`src/rtl/csa_pkg.sv`:
```
package csa_pkg;
  localparam int SEG_W = 5;

  function automatic int padded_width(input int w, input int start);
    return ((w + start + 1 + SEG_W - 1) / SEG_W) * SEG_W;
  endfunction
endpackage

```
`src/rtl/csa_slice.sv`:
```
module csa_slice (
  input  logic a,
  input  logic b,
  input  logic ci0,
  input  logic ci1,
  output logic s0,
  output logic s1,
  output logic co0,
  output logic co1
);
  logic p, g;
  always_comb begin
    p   = a ^ b;
    g   = a & b;
    s0  = p ^ ci0;
    s1  = p ^ ci1;
    co0 = g | (p & ci0);
    co1 = g | (p & ci1);
  end
endmodule

```
`src/rtl/csa_segment.sv`:
```
module csa_segment #(
  parameter int SW        = 5,
  parameter int FORCE_POS = -1
) (
  input  logic          clk,
  input  logic          rst,
  input  logic [SW-1:0] a,
  input  logic [SW-1:0] b,
  input  logic          cin,
  input  logic          inj,
  output logic [SW-1:0] sum,
  output logic          cout
);
  logic [SW:0]   c0, c1;
  logic [SW-1:0] s0, s1;
  logic [SW-1:0] ci0, ci1;

  assign c0[0] = 1'b0;
  assign c1[0] = 1'b1;

  for (genvar i = 0; i < SW; i++) begin : g_bit
    if (i == FORCE_POS) begin : g_force
      assign ci0[i] = inj;
      assign ci1[i] = inj;
    end else begin : g_pair
      assign ci0[i] = c0[i];
      assign ci1[i] = c1[i];
    end
    csa_slice u_slice (
      .a  (a[i]),
      .b  (b[i]),
      .ci0(ci0[i]),
      .ci1(ci1[i]),
      .s0 (s0[i]),
      .s1 (s1[i]),
      .co0(c0[i+1]),
      .co1(c1[i+1])
    );
  end

  always_comb begin
    sum  = cin ? s1 : s0;
    cout = cin ? c1[SW] : c0[SW];
  end

  // the carry for an assumed 1 is never below the one for an assumed 0
  a_r1_pair_order: assert property (@(posedge clk) disable iff (rst)
    ((c0[SW] & ~c1[SW]) == 1'b0));
endmodule

```
`src/rtl/csa_chain.sv`:
```
module csa_chain #(
  parameter int W     = 16,
  parameter int START = 0
) (
  input  logic         clk,
  input  logic         rst,
  input  logic [W-1:0] a,
  input  logic [W-1:0] b,
  input  logic         sub,
  output logic [W-1:0] sum,
  output logic         cout,
  output logic         ovf
);
  import csa_pkg::*;
  localparam int TOT  = padded_width(W, START);
  localparam int NSEG = TOT / SEG_W;

  logic [TOT-1:0]  a_pad, b_pad, s_pad, pad_mask;
  logic [W-1:0]    b_eff;
  logic [NSEG:0]   seg_c;

  always_comb begin
    b_eff    = b ^ {W{sub}};
    a_pad    = '0;
    b_pad    = '0;
    a_pad[START +: W] = a;
    b_pad[START +: W] = b_eff;
    pad_mask = '1;
    pad_mask[START +: W+1] = '0;
  end

  assign seg_c[0] = 1'b0;

  for (genvar k = 0; k < NSEG; k++) begin : g_seg
    localparam int FP = (START >= k*SEG_W && START < (k+1)*SEG_W) ? START - k*SEG_W : -1;
    csa_segment #(.SW(SEG_W), .FORCE_POS(FP)) u_seg (
      .clk (clk),
      .rst (rst),
      .a   (a_pad[k*SEG_W +: SEG_W]),
      .b   (b_pad[k*SEG_W +: SEG_W]),
      .cin (seg_c[k]),
      .inj (sub),
      .sum (s_pad[k*SEG_W +: SEG_W]),
      .cout(seg_c[k+1])
    );
  end

  always_comb begin
    sum  = s_pad[START +: W];
    cout = s_pad[START + W];
    ovf  = (a[W-1] == b_eff[W-1]) && (sum[W-1] != a[W-1]);
  end

  // the sectioned result matches plain arithmetic
  a_r1_chain_sum: assert property (@(posedge clk) disable iff (rst)
    ({cout, sum} == ({1'b0, a} + {1'b0, b_eff} + {{W{1'b0}}, sub})));
  // slices outside the operand field carry nothing
  a_r3_pad_quiet: assert property (@(posedge clk) disable iff (rst)
    ((s_pad & pad_mask) == '0));
  // the final section carry out is never set
  a_r9_top_carry: assert property (@(posedge clk) disable iff (rst)
    (seg_c[NSEG] == 1'b0));
endmodule

```
`src/rtl/csa_outreg.sv`:
```
module csa_outreg #(
  parameter int W = 16
) (
  input  logic         clk,
  input  logic         rst,
  input  logic         en,
  input  logic         clr,
  input  logic         ld,
  input  logic [W-1:0] ld_val,
  input  logic [W-1:0] sum,
  input  logic         sum_cout,
  input  logic         sum_ovf,
  output logic [W-1:0] q,
  output logic         q_cout,
  output logic         q_ovf
);
  always_ff @(posedge clk) begin
    if (rst) begin
      q      <= '0;
      q_cout <= 1'b0;
      q_ovf  <= 1'b0;
    end else if (en) begin
      if (clr) begin
        q      <= '0;
        q_cout <= 1'b0;
        q_ovf  <= 1'b0;
      end else if (ld) begin
        q      <= ld_val;
        q_cout <= 1'b0;
        q_ovf  <= 1'b0;
      end else begin
        q      <= sum;
        q_cout <= sum_cout;
        q_ovf  <= sum_ovf;
      end
    end
  end

  a_r5_clear: assert property (@(posedge clk) disable iff (rst)
    (en && clr) |=> (q == '0 && !q_cout && !q_ovf));
  a_r6_load: assert property (@(posedge clk) disable iff (rst)
    (en && !clr && ld) |=> (q == $past(ld_val) && !q_cout && !q_ovf));
  a_r7_hold: assert property (@(posedge clk) disable iff (rst)
    (!en) |=> ($stable(q) && $stable(q_cout) && $stable(q_ovf)));
  a_r8_reset: assert property (@(posedge clk)
    rst |=> (q == '0 && !q_cout && !q_ovf));
endmodule

```
`src/rtl/csa_addsub.sv`:
```
module csa_addsub #(
  parameter int W     = 16,
  parameter int START = 0
) (
  input  logic         clk,
  input  logic         rst,
  input  logic         en,
  input  logic         clr,
  input  logic         ld,
  input  logic         sub,
  input  logic [W-1:0] a,
  input  logic [W-1:0] b,
  input  logic [W-1:0] ld_val,
  output logic [W-1:0] q,
  output logic         cout,
  output logic         ovf
);
  logic [W-1:0] sum;
  logic         sum_cout, sum_ovf;

  csa_chain #(.W(W), .START(START)) u_chain (
    .clk (clk),
    .rst (rst),
    .a   (a),
    .b   (b),
    .sub (sub),
    .sum (sum),
    .cout(sum_cout),
    .ovf (sum_ovf)
  );

  csa_outreg #(.W(W)) u_reg (
    .clk     (clk),
    .rst     (rst),
    .en      (en),
    .clr     (clr),
    .ld      (ld),
    .ld_val  (ld_val),
    .sum     (sum),
    .sum_cout(sum_cout),
    .sum_ovf (sum_ovf),
    .q       (q),
    .q_cout  (cout),
    .q_ovf   (ovf)
  );
endmodule

```
`config.mk`:
```
export PLATFORM = sky130hd
export DESIGN_NAME = csa_addsub
export DESIGN_NICKNAME = d
export VERILOG_FILES = /design/src/rtl/csa_pkg.sv /design/src/rtl/csa_slice.sv /design/src/rtl/csa_segment.sv /design/src/rtl/csa_chain.sv /design/src/rtl/csa_outreg.sv /design/src/rtl/csa_addsub.sv
export SDC_FILE = /design/constraint.sdc
export NUM_CORES = 1
export LEC_CHECK = 0
export BUFFER_PORTS_ARGS = -buffer_cell sky130_fd_sc_hd__clkbuf_2
export CAP_MARGIN = 20
export CORE_ASPECT_RATIO = 1.5
export CORE_MARGIN = 4
export CORE_UTILIZATION = 40
export DETAILED_ROUTE_END_ITERATION = 6
export PLACE_DENSITY = 0.74
export SYNTH_ARGS = -nofsm -noshare
export SYNTH_HDL_FRONTEND = slang
export SYNTH_SLANG_ARGS = --single-unit
export TNS_END_PERCENT = 1
```
`constraint.sdc`:
```
create_clock -name clk -period 6.8 [get_ports clk]
set_input_delay 0.34 -clock clk [delete_from_list [all_inputs] [get_ports clk]]
set_output_delay 0.34 -clock clk [all_outputs]
set_load 0.05 [all_outputs]
```
* After elaboration in Yosys (flattened, before gate mapping)
Cells that the tools add are included.
** Cells by class
- Equal/unequal tests :: 2
- Muxes and demuxes :: 11
- Bitwise operators :: 102
- Reductions and logical operators :: 1
** Operator list (number)
- 1-bit bitwise AND :: 37
- 1-bit bitwise XOR :: 37
- 16-bit 2-to-1 mux :: 2
- 1-bit bitwise OR :: 24
- 16-bit bitwise XOR :: 1
- 5-bit 2-to-1 mux :: 2
- 1-bit 2-to-1 mux :: 6
- 1-bit NOT :: 3
- 2-bit 2-to-1 mux :: 1
- 1-bit equality test :: 1
- 1-bit logical AND :: 1
- 1-bit inequality test :: 1
** Word-level totals
- Bits in registers :: 18
- Bits of input ports :: 54
- Output and inout bits :: 18

* Depth between registers and ports, before layout
Gate-level depths: netlist (run 1).
- Depth after elaboration :: 19
- Mapped depth :: 22
- Gate-level depth less buffers :: 20

* Hierarchy
From an unflattened synthesis (run 1), not the netlist that was laid out.
** Second synthesis, totals
- Cells, all modules :: 159
- Area total of the unflattened synthesis :: 2184.6 sq um
** Modules (own cells, without submodules)
- csa_slice :: times used 20, cells an instance 2, area an instance 40.0 sq um, seq. area each 0.0 sq um
- csa_outreg :: times used 1, cells an instance 63, area an instance 759.5 sq um, seq. area each 360.3 sq um
- csa_segment at u_chain.g_seg[1].u_seg ... :: times used 3, cells an instance 9, area an instance 108.9 sq um, seq. area each 0.0 sq um
- csa_chain :: times used 1, cells an instance 22, area an instance 196.4 sq um, seq. area each 0.0 sq um
- csa_segment at u_chain.g_seg[0].u_seg :: times used 1, cells an instance 7, area an instance 101.3 sq um, seq. area each 0.0 sq um

* Worst setup path before layout (run 1)
No wires, ideal clock.
- Path type :: in2reg
- Start point :: input sub
- End point :: register u_reg.q_cout
- Setup time :: 132 ps
- Data arrival time :: 6184 ps
- Data required time :: 6668 ps
- Setup slack :: 484 ps
- Cell stages on the path :: 22
- Cell sequence :: buf_2 buf_4 xnor2_1 fa_1 fa_1 fa_1 fa_1 nor2_1 a21oi_1 fa_1 fa_1 fa_1 fa_1 nor2_1 a21oi_1 fa_1 fa_1 fa_1 fa_1 and2_1 o21ai_1 a21oi_1
** Between the ends
- Word-level cells in the longest chain between the ends :: 17
** Ends and longest elaborated chain
- from (decl) :: RTL line csa_addsub.sv:10 : input logic sub,
- 16-bit bitwise XOR :: RTL line csa_chain.sv:23 : b_eff = b ^ {W{sub}};
- 1-bit bitwise XOR :: RTL line csa_slice.sv:13 : p = a ^ b;
- 1-bit bitwise AND :: RTL line csa_slice.sv:17 : co0 = g | (p & ci0);
- 1-bit bitwise OR :: RTL line csa_slice.sv:17
- 1-bit bitwise AND :: RTL line csa_slice.sv:17
- 1-bit bitwise OR :: RTL line csa_slice.sv:17
- 1-bit bitwise AND :: RTL line csa_slice.sv:17
- 1-bit bitwise OR :: RTL line csa_slice.sv:17
- 1-bit bitwise AND :: RTL line csa_slice.sv:17
- 1-bit bitwise OR :: RTL line csa_slice.sv:17
- 1-bit bitwise AND
- 1-bit bitwise OR
- 1-bit 2-to-1 mux (2 in a row) :: RTL line csa_segment.sv:43 : cout = cin ? c1[SW] : c0[SW];
- 2-bit 2-to-1 mux * :: RTL line csa_segment.sv:42 : sum = cin ? s1 : s0;
- 1-bit 2-to-1 mux * :: RTL line csa_outreg.sv:27 : end else if (ld) begin
- 1-bit 2-to-1 mux * :: RTL line csa_outreg.sv:23 : if (clr) begin
- to (signal assigned) :: RTL line csa_outreg.sv:33 : q_cout <= sum_cout;
- to (decl) :: RTL line csa_outreg.sv:14 : output logic q_cout,
Every way passes the cells marked *; elsewhere a longest branch is shown, timed or not.
A chain may end at the register's enable or synchronous reset.

* Final worst setup path (run 1)
Ends and elaborated chain as after synthesis.

==> run_results.csv, run 1 <==
group,metric,value,unit
yosys,yosysSeqAreaShare,24.39,%
yosys,synth_warnings,0,
timing,slew_headroom,71.95,%
worst_setup_path,worst-r2r-setup-slack,6.01,ns
power_and_ir_drop,p_leak,0.9081,nW
yosys,yosysTopAreaCell,"dfxtp_1",
place,gp_congestion,0.7830,
timing,tns,0,ns
global_routing,grt_usage,14.66,%
yosys,synth-main-ff-cell,"dfxtp_1",
yosys,synth_cells,175,
detailed_routing,drt_wl_total,3311,um
worst_setup_path,reg2reg_depth,3,
run_status,outcome,"finished clean",
worst_setup_path,critPathTopFamily,"adder cells",
clock_network,cts_hold_buf,0,
power_and_ir_drop,p_per_area,165.6,mW/mm2
worst_hold_path,hold_start,"ld_val[5]",
timing,timing.final.crit_share,89.01,%
yosys,syn_area,0.001478,mm2
die,initial_core_util,42.45,%
worst_setup_path,end_kind,"flip-flop",
die,dieWidth,57.63,um
yosys,yosys-top-cells-count,"a21oi_1, dfxtp_1, inv_1",
clock_network,post_cts_buffers,0,
global_routing,grt_pass1_wl,5444,um
worst_setup_path,critPathKind,"input pin to flip-flop",
timing,setup_viol,0,
clock_network,cts_buffer_depth,2,
layout,n_fill_cell,347,
die,die_h,82.44,um
worst_setup_path,cp_data_required_time,6.92,ns
clock_network,cts_root_buffer,"clkbuf_8",
layout,antenna_cells,0,
die,core_area,0.003481,mm2
detailed_routing,ant_nets,0,
global_routing,grt_max_degree,27,
clock_network,cts.reportedPaths.clkPinSlew,0.06,ns
global_routing,grt_pass1_vias,1276,
global_routing,antenna_found_initial,0,
yosys,yosysTopAreaCellShare,24.39,%
layout,drive_gt1_share,31.54,%
clock_network,cts_tree,"yes",
detailed_routing,vias,1296,
timing,max_clock_freq,165.2,MHz
layout,nNetsFinal,315,
worst_setup_path,cp-startpoint,"sub",
worst_setup_path,crit_top_cell,"fa_1",
clock_network,clkLatencyLatePin,0.25,ns
die,die-area,0.004751,mm2
detailed_routing,drt_first_pass_iters,4,
power_and_ir_drop,total_power,0.3117,mW
timing,clock_skew,0,ns
yosys,synth_edf_count,0,
detailed_routing,viasPerCell,4.580,
yosys,synth_nets,247,
worst_setup_path,path_cells,"clkbuf_2, xnor2_1, fa_1, fa_1, fa_1, fa_1, nor2_1, a21oi_1, fa_1, fa_1, fa_1, fa_1, nor2_1, a21oi_1, fa_1, fa_1, fa_1, fa_1, and2_1, o21ai_1, a21oi_1",
die,ios,72,
worst_hold_path,hold_path_class,"input pin to flip-flop",
global_routing,gr-total-overflow,0,
worst_setup_path,critPathMaxFanout,4,
clock_network,clkSinkCount,18,
worst_setup_path,cp-endpoint,"u_reg.q_cout",
detailed_routing,drt-initial-drc-count,14,
clock_network,h-tree-depth,1,
worst_setup_path,r2r_end,"u_reg.q[15]",
timing,finalHoldViolCount,0,
worst_setup_path,crit_cells,21,
worst_setup_path,cp-start-kind,"input pin",
power_and_ir_drop,irDropWorstVdd,0.00009338,V
place,io_buffers,71,
detailed_routing,drc_errors,0,
timing,rsz0062_at_grt,"false",
worst_setup_path,cp_slowest_cell,"fa_1",
clock_network,cts_made_buffers,3,
timing,final.min_clock_period,6.053,ns
yosys,synth_cell_type_count,25,
place,dpl.hpwl,2853,um
worst_setup_path,cp_num_buf_inv,1,
worst_setup_path,slowest_delay,0.45,ns
yosys,synth_most_common_cell,"a21oi_1",
flow_run,cap_violations,0,
timing,tightest_slew,0.4207,ns
clock_network,cts_resized,0,
worst_setup_path,worstPathArrival,6.18,ns
timing,slew_viol_final,0,
worst_setup_path,rr_startpoint,"u_reg.q[15]",
detailed_routing,routedWlPerCell,11.70,um
yosys,synth-async-reset-ratio,0,%
yosys,avgSynthCellArea,8.444,um2
die,std_cell_rows,26,
yosys,ys_ff_latch,18,
layout,area_delta_synth_final,27.35,%
yosys,synthTopCellsByArea,"dfxtp_1, fa_1, xnor2_1, a21oi_1, nand2b_1",
cell usage in the layout, fill, tap and decap left out:
| master | count |
|---|---|
| clkbuf_2 | 71 |
| a21oi_1 | 20 |
| inv_1 | 18 |
| dfxtp_1 | 18 |
| xnor2_1 | 16 |
| nor2_1 | 15 |
| nand2b_1 | 14 |
| and2_1 | 13 |
| fa_1 | 12 |
| o21ai_1 | 9 |
| ha_1 | 6 |
| xor2_1 | 4 |
| nand2_1 | 4 |
| nor2b_1 | 4 |
| a31oi_1 | 4 |
| o21ai_0 | 4 |
| clkbuf_8 | 3 |
| and2b_1 | 2 |
| nor3b_4 | 1 |
| nand3b_1 | 1 |
| mux2i_1 | 1 |
| buf_4 | 1 |
cell type report:
cell class                 instances  area [um2]  share of cell area (%)
clock buffer                       3       41.29                   2.194
inverter                          18       67.56                   3.590
multi-input combinational        130       997.2                   52.99
sequential                        18       360.3                   19.15
tap                               42       52.55                   2.793
timing repair buffer              72       362.8                   19.28
state kept, by name (all words and copies together), names as in the netlist:
name	cells
u_reg.q	16
u_reg.q_cout	1
u_reg.q_ovf	1
worst min-delay path, cell delays in order:
cell      delay (ns)
clkbuf_2        0.07
a31oi_1         0.07
a21oi_1         0.12
metrics by stage:
step                      cells  hold slack [ns]  utilization, %  cell area, um2  setup slack (ns)
after floorplan             175           0.5178               -            1478            0.4839
after global placement      280           0.4608           52.88            1841            0.5782
after detailed placement    280           0.4621           52.88            1841            0.4733
after CTS                   283           0.3940           54.06            1882            0.7333
after global routing        283           0.4185           54.06            1882            0.3869
final                       283           0.3945           54.06            1882            0.7470
how the worst min path moves through the flow:
| stage | slack (ns) | to | depth (start not counted) |
|---|---|---|---|
| after CTS | 0.39 | u_reg.q[5] | 3 |
| final | 0.39 | u_reg.q[5] | 3 |
| after global routing | 0.42 | u_reg.q[0] | 4 |
| after floorplan | 0.52 | u_reg.q[0] | 3 |
| after detailed placement | 0.46 | u_reg.q[13] | 2 |
| after global placement | 0.46 | u_reg.q[11] | 2 |
kinds of logic (layout without fill, tap and decap cells):
group	count (synthesis)	in the layout	synth area share, %
AOI/OAI and AO/OA	37	37	12.87
and+or+nand+nor	54	54	20.74
adders and majority gates	18	18	21.34
buffers and inverters	27	93	8.128
DFF	18	18	24.39
xor gates and xnor gates	20	20	11.85
muxes	1	1	0.6774
layer usage:
| metal | GRT usage (%) | routed length (um) |
|---|---|---|
| met4 | 6.032 | 34 |
| met2 | 26.02 | 1813 |
| met5 | 0 | 0 |
| met1 | 17.18 | 1255 |
| met3 | 2.644 | 208 |
where the power goes:
part | internal (mW) | switching [mW] | total [mW] | leakage [nW]
clock | 0.0392 | 0.0316 | 0.0708 | 0.0216
sequential | 0.111 | 0.00246 | 0.114 | 0.147
combinational | 0.0542 | 0.0731 | 0.127 | 0.740
total | 0.205 | 0.107 | 0.312 | 0.908
(Power assumes the default switching activity.)
==> inputs of run 2 (changes only) <==
--- a/config.mk
+++ b/config.mk
@@ -5,13 +5,13 @@
 export SDC_FILE = /design/constraint.sdc
 export NUM_CORES = 1
 export LEC_CHECK = 0
-export BUFFER_PORTS_ARGS = -buffer_cell sky130_fd_sc_hd__clkbuf_2
 export CAP_MARGIN = 20
 export CORE_ASPECT_RATIO = 1.5
 export CORE_MARGIN = 4
 export CORE_UTILIZATION = 40
 export DETAILED_ROUTE_END_ITERATION = 6
-export PLACE_DENSITY = 0.74
+export DONT_BUFFER_PORTS = 1
+export PLACE_DENSITY = 0.57
 export SYNTH_ARGS = -nofsm -noshare
 export SYNTH_HDL_FRONTEND = slang
 export SYNTH_SLANG_ARGS = --single-unit
==> run_results.csv, run 2 (synthesis results as in run 1) <==
group,metric,value,unit
global_routing,met1_usage,15.38,%
layout,reg.largest.list,"u_reg.q x16, u_reg.q_cout x1, u_reg.q_ovf x1",
worst_hold_path,hold_end,"u_reg.q[7]",
place,gp_congestion,0.7134,
worst_setup_path,path_cells,"xnor2_1, fa_1, fa_1, fa_1, fa_1, nor2_1, a21oi_1, fa_1, fa_1, fa_1, fa_1, nor2_1, a21oi_1, fa_1, fa_1, fa_1, fa_1, and2_1, o21ai_1, a21oi_1",
timing,max_clock_freq,167.8,MHz
layout,fin_util,43.64,%
worst_setup_path,worst-r2r-setup-slack,5.70,ns
die,initial_core_util,42.45,%
worst_setup_path,critPathTopFamily,"adder cells",
detailed_routing,viasPerCell,4.986,
run_status,outcome,"finished clean",
clock_network,h-tree-depth,1,
worst_setup_path,critPathMaxFanout,16,
global_routing,antenna_found_initial,0,
global_routing,grt_usage,13.95,%
die,dieWidth,57.63,um
clock_network,post_cts_buffers,0,
place,io_buffers,0,
worst_setup_path,cp-start-kind,"input pin",
layout,nNetsFinal,243,
flow_run,cap_violations,0,
place,place_area,0.001478,mm2
detailed_routing,vias,1052,
worst_setup_path,cp_data_required_time,6.94,ns
timing,tightest_slew,0.5270,ns
clock_network,cts_made_buffers,3,
global_routing,grt_max_degree,27,
timing,clock_skew,0,ns
layout,largest_reg_flops,16,
worst_setup_path,cp_num_buf_inv,0,
die,die_h,82.44,um
worst_setup_path,crit_top_cell,"fa_1",
timing,tns,0,ns
timing,whs,0.1537,ns
clock_network,cts_buffer_depth,2,
die,ios,72,
layout,area_delta_synth_final,2.794,%
layout,drive_gt1_share,2.367,%
worst_hold_path,hold_start,"rst",
clock_network,cts_resized,0,
worst_setup_path,slowest_delay,0.46,ns
detailed_routing,ant_nets,0,
clock_network,cts.reportedPaths.clkPinSlew,0.06,ns
timing,finalHoldViolCount,0,
timing,slew_viol_final,0,
detailed_routing,drt-initial-drc-count,27,
timing,final.min_clock_period,5.960,ns
worst_setup_path,end_kind,"flip-flop",
timing,timing.final.crit_share,87.65,%
die,die-area,0.004751,mm2
global_routing,met2_usage,24.43,%
layout,antenna_cells,0,
place,dpl.hpwl,2794,um
layout,design_area,0.001519,mm2
power_and_ir_drop,irDropWorstVdd,0.00007643,V
worst_setup_path,r2r_end,"u_reg.q[5]",
clock_network,clkLatencyLatePin,0.24,ns
worst_setup_path,cp_slowest_cell,"fa_1",
worst_setup_path,worstPathArrival,6.10,ns
power_and_ir_drop,p_leak,0.6007,nW
die,std_cell_rows,26,
detailed_routing,routedWlPerCell,15.08,um
worst_hold_path,hold_path_class,"input pin to flip-flop",
timing,setup_viol,0,
clock_network,clkSinkCount,18,
layout,mostFrequentLayoutCell,"a21oi_1",
timing,rsz0062_at_grt,"false",
worst_setup_path,rr_startpoint,"u_reg.q[5]",
power_and_ir_drop,p_per_area,186.2,mW/mm2
layout,layout_common_cells,"a21oi_1, inv_1, dfxtp_1, xnor2_1, nor2_1",
clock_network,cts_tree,"yes",
detailed_routing,drt_first_pass_iters,4,
die,core_area,0.003481,mm2
timing,slew_headroom,64.82,%
worst_setup_path,critPathKind,"input pin to flip-flop",
layout,largest_register,"u_reg.q",
clock_network,cts_hold_buf,0,
worst_hold_path,whs_path_depth,1,
clock_network,cts_root_buffer,"clkbuf_8",
global_routing,use_met3,4.666,%
global_routing,grt_pass1_vias,1153,
detailed_routing,drt_wl_total,3182,um
global_routing,gr-total-overflow,0,
global_routing,grt_pass1_wl,5147,um
global_routing,busiest_layer,"met2",
worst_setup_path,reg2reg_depth,3,
detailed_routing,drc_errors,0,
## run 2: cell types whose count changed in the layout (fill, tap and decap cells not counted), sizes merged
cell and delta:
clkbuf -71, buf -1
## run 2: worst max-delay path by stage
stage	depth (start not counted)	startpoint	slack [ns]	end
4_1_cts	20	sub	0.80	u_reg.q_cout
2_1_floorplan	22	sub	0.48	u_reg.q_cout
3_3_place_gp	20	sub	0.66	u_reg.q_cout
5_1_grt	20	sub	0.55	u_reg.q_cout
3_5_place_dp	20	sub	0.54	u_reg.q_cout
6_report	20	sub	0.84	u_reg.q_cout
## run 2: report_power, final
| part | total, mW | switching, mW | internal (mW) |
|---|---|---|---|
| combinational | 0.0771 | 0.0377 | 0.0394 |
| sequential | 0.134 | 0.0232 | 0.111 |
| clock | 0.0715 | 0.0323 | 0.0392 |
| total | 0.283 | 0.0931 | 0.190 |
## run 2: per-stage QoR
stage	std cells	total power [mW]	setup WS (ns)
after floorplan	175	0.2063	0.4839
after global placement	208	0.2130	0.6562
after detailed placement	208	0.2158	0.5440
after CTS	211	0.2873	0.7993
after global routing	211	0.3030	0.5507
final	211	0.2829	0.8399
## run 2: cell type report
cell class,instances,area [um2]
Multi-Input combinational cell,130,997.2
Tap cell,42,52.55
Clock buffer,3,41.29
Inverter,18,67.56
Sequential cell,18,360.3
Fill cell,364,1962
## run 2: worst register-to-register path: stages, from the launching register on
cell and delay [ns]:
dfxtp_1 0.64, nor2b_1 0.20, a31oi_1 0.05, a21oi_1 0.15
## run 2: routing by layer
layer | up-vias | part of all wire (%)
li1 | 535 | -
met5 | - | 0
met3 | 2 | 11
met4 | 0 | 0.85
met2 | 44 | 49
met1 | 471 | 39
==> inputs of run 3 (changes only) <==
--- a/config.mk
+++ b/config.mk
@@ -8,10 +8,10 @@
 export CAP_MARGIN = 20
 export CORE_ASPECT_RATIO = 1.5
 export CORE_MARGIN = 4
-export CORE_UTILIZATION = 40
+export CORE_UTILIZATION = 61
 export DETAILED_ROUTE_END_ITERATION = 6
 export DONT_BUFFER_PORTS = 1
-export PLACE_DENSITY = 0.57
+export PLACE_DENSITY = 0.8
 export SYNTH_ARGS = -nofsm -noshare
 export SYNTH_HDL_FRONTEND = slang
 export SYNTH_SLANG_ARGS = --single-unit
==> run_results.csv, run 3 (synthesis results as in run 1) <==
group,metric,value,unit
layout,mostFrequentLayoutCell,"a21oi_1",
worst_hold_path,whs_path_depth,1,
power_and_ir_drop,p_per_area,178.5,mW/mm2
detailed_routing,viasPerCell,5.490,
clock_network,cts_tree,"yes",
timing,timing.final.crit_share,86.41,%
global_routing,grt_pass1_wl,4491,um
die,dieWidth,48.19,um
clock_network,post_cts_buffers,0,
place,io_buffers,0,
layout,layout_common_cells,"a21oi_1, inv_1, dfxtp_1, xnor2_1, nor2_1",
die,die_h,68.28,um
detailed_routing,vias,1054,
clock_network,cts.reportedPaths.clkPinSlew,0.10,ns
layout,area_delta_synth_final,-0.08439,%
timing,final.min_clock_period,5.876,ns
timing,tns,0,ns
worst_setup_path,rr_startpoint,"u_reg.q[5]",
worst_setup_path,end_kind,"flip-flop",
clock_network,clkLatencyLatePin,0.28,ns
detailed_routing,routedWlPerCell,14.81,um
die,initial_core_util,64.64,%
clock_network,cts_root_buffer,"clkbuf_4",
clock_network,h-tree-depth,1,
timing,slew_viol_final,0,
place,dpl.hpwl,2461,um
timing,clock_skew,0,ns
timing,finalHoldViolCount,0,
timing,tightest_slew,0.5229,ns
layout,drive_gt1_share,2.367,%
layout,fin_util,64.59,%
worst_setup_path,reg2reg_depth,3,
die,die-area,0.003290,mm2
worst_hold_path,hold_end,"u_reg.q[11]",
detailed_routing,drc_errors,0,
clock_network,cts_hold_buf,0,
detailed_routing,drt_wl_total,2843,um
layout,largest_register,"u_reg.q",
worst_setup_path,cp-start-kind,"input pin",
worst_setup_path,r2r_end,"u_reg.q[5]",
worst_setup_path,critPathKind,"input pin to flip-flop",
clock_network,cts_resized,0,
worst_setup_path,worst-r2r-setup-slack,5.68,ns
place,gp_congestion,0.7762,
worst_hold_path,hold_start,"rst",
power_and_ir_drop,irDropWorstVdd,0.00009827,V
global_routing,grt_usage,18.86,%
power_and_ir_drop,p_leak,0.5929,nW
run_status,outcome,"finished clean",
timing,setup_viol,0,
die,std_cell_rows,21,
worst_hold_path,hold_path_class,"input pin to flip-flop",
layout,antenna_cells,0,
worst_setup_path,cp_data_required_time,6.98,ns
layout,nNetsFinal,243,
global_routing,antenna_found_initial,0,
global_routing,gr-total-overflow,0,
die,ios,72,
clock_network,cts_made_buffers,3,
timing,worst_slack,0.9239,ns
flow_run,cap_violations,0,
global_routing,grt_pass1_vias,1110,
layout,largest_reg_flops,16,
worst_setup_path,worstPathArrival,6.06,ns
power_and_ir_drop,total_power,0.2636,mW
timing,max_clock_freq,170.2,MHz
worst_setup_path,critPathMaxFanout,16,
detailed_routing,drt-initial-drc-count,16,
layout,n_fill_cell,216,
layout,design_area,0.001476,mm2
place,place_area,0.001454,mm2
timing,rsz0062_at_grt,"false",
timing,slew_headroom,65.09,%
clock_network,clkSinkCount,18,
detailed_routing,drt_first_pass_iters,4,
clock_network,cts_buffer_depth,2,
detailed_routing,ant_nets,0,
place,dpl_worst_slack,0.6092,ns
die,core_area,0.002286,mm2
global_routing,grt_max_degree,27,
layout,reg.largest.list,"u_reg.q x16, u_reg.q_cout x1, u_reg.q_ovf x1",
[run 3: cell counts in the layout (fill, tap and decap cells not counted)]
Identical to the previous run, type by type.
[run 3: how the worst max path moves through the flow]
stage                     startpoint      endpoint  slack [ns]
after floorplan                  sub  u_reg.q_cout        0.48
after global placement           sub  u_reg.q_cout        0.72
after detailed placement         sub  u_reg.q_cout        0.61
after CTS                        sub  u_reg.q_cout        0.92
after global routing             sub  u_reg.q_cout        0.70
final                            sub  u_reg.q_cout        0.92
[run 3: per-layer routing]
layer | track usage [%] | routed length (um) | vias to the layer above
li1 | - | - | 537
met1 | 21.41 | 1074 | 467
met2 | 31.54 | 1477 | 45
met3 | 5.000 | 254 | 5
met4 | 8.418 | 36 | 0
met5 | 0 | 0 | -
[run 3: final cells by class]
cell class | instances | area, um2 | area share [%]
clock buffer | 3 | 22.52 | 1.525
inverter | 18 | 67.56 | 4.576
multi-input combinational | 130 | 997.2 | 67.54
sequential | 18 | 360.3 | 24.41
tap | 23 | 28.78 | 1.949
[run 3: power by group]
group	internal, mW	switching (mW)
registers	0.111	0.0228
logic	0.0405	0.0385
clock network	0.0205	0.0303
total	0.172	0.0916
[run 3: per-stage QoR]
stage	cells	hold slack [ns]
2_1_floorplan	175	0.5178
3_3_place_gp	189	0.4112
3_5_place_dp	189	0.4130
4_1_cts	192	0.1018
5_1_grt	192	0.08339
6_report	192	0.1118
[run 3: worst max-delay path, stage by stage]
cell	delay [ns]
xnor2_1	0.12
fa_1	0.41
fa_1	0.39
fa_1	0.39
fa_1	0.43
nor2_1	0.12
a21oi_1	0.07
fa_1	0.39
fa_1	0.39
fa_1	0.40
fa_1	0.44
nor2_1	0.11
a21oi_1	0.06
fa_1	0.38
fa_1	0.39
fa_1	0.39
fa_1	0.45
and2_1	0.19
o21ai_1	0.13
a21oi_1	0.07
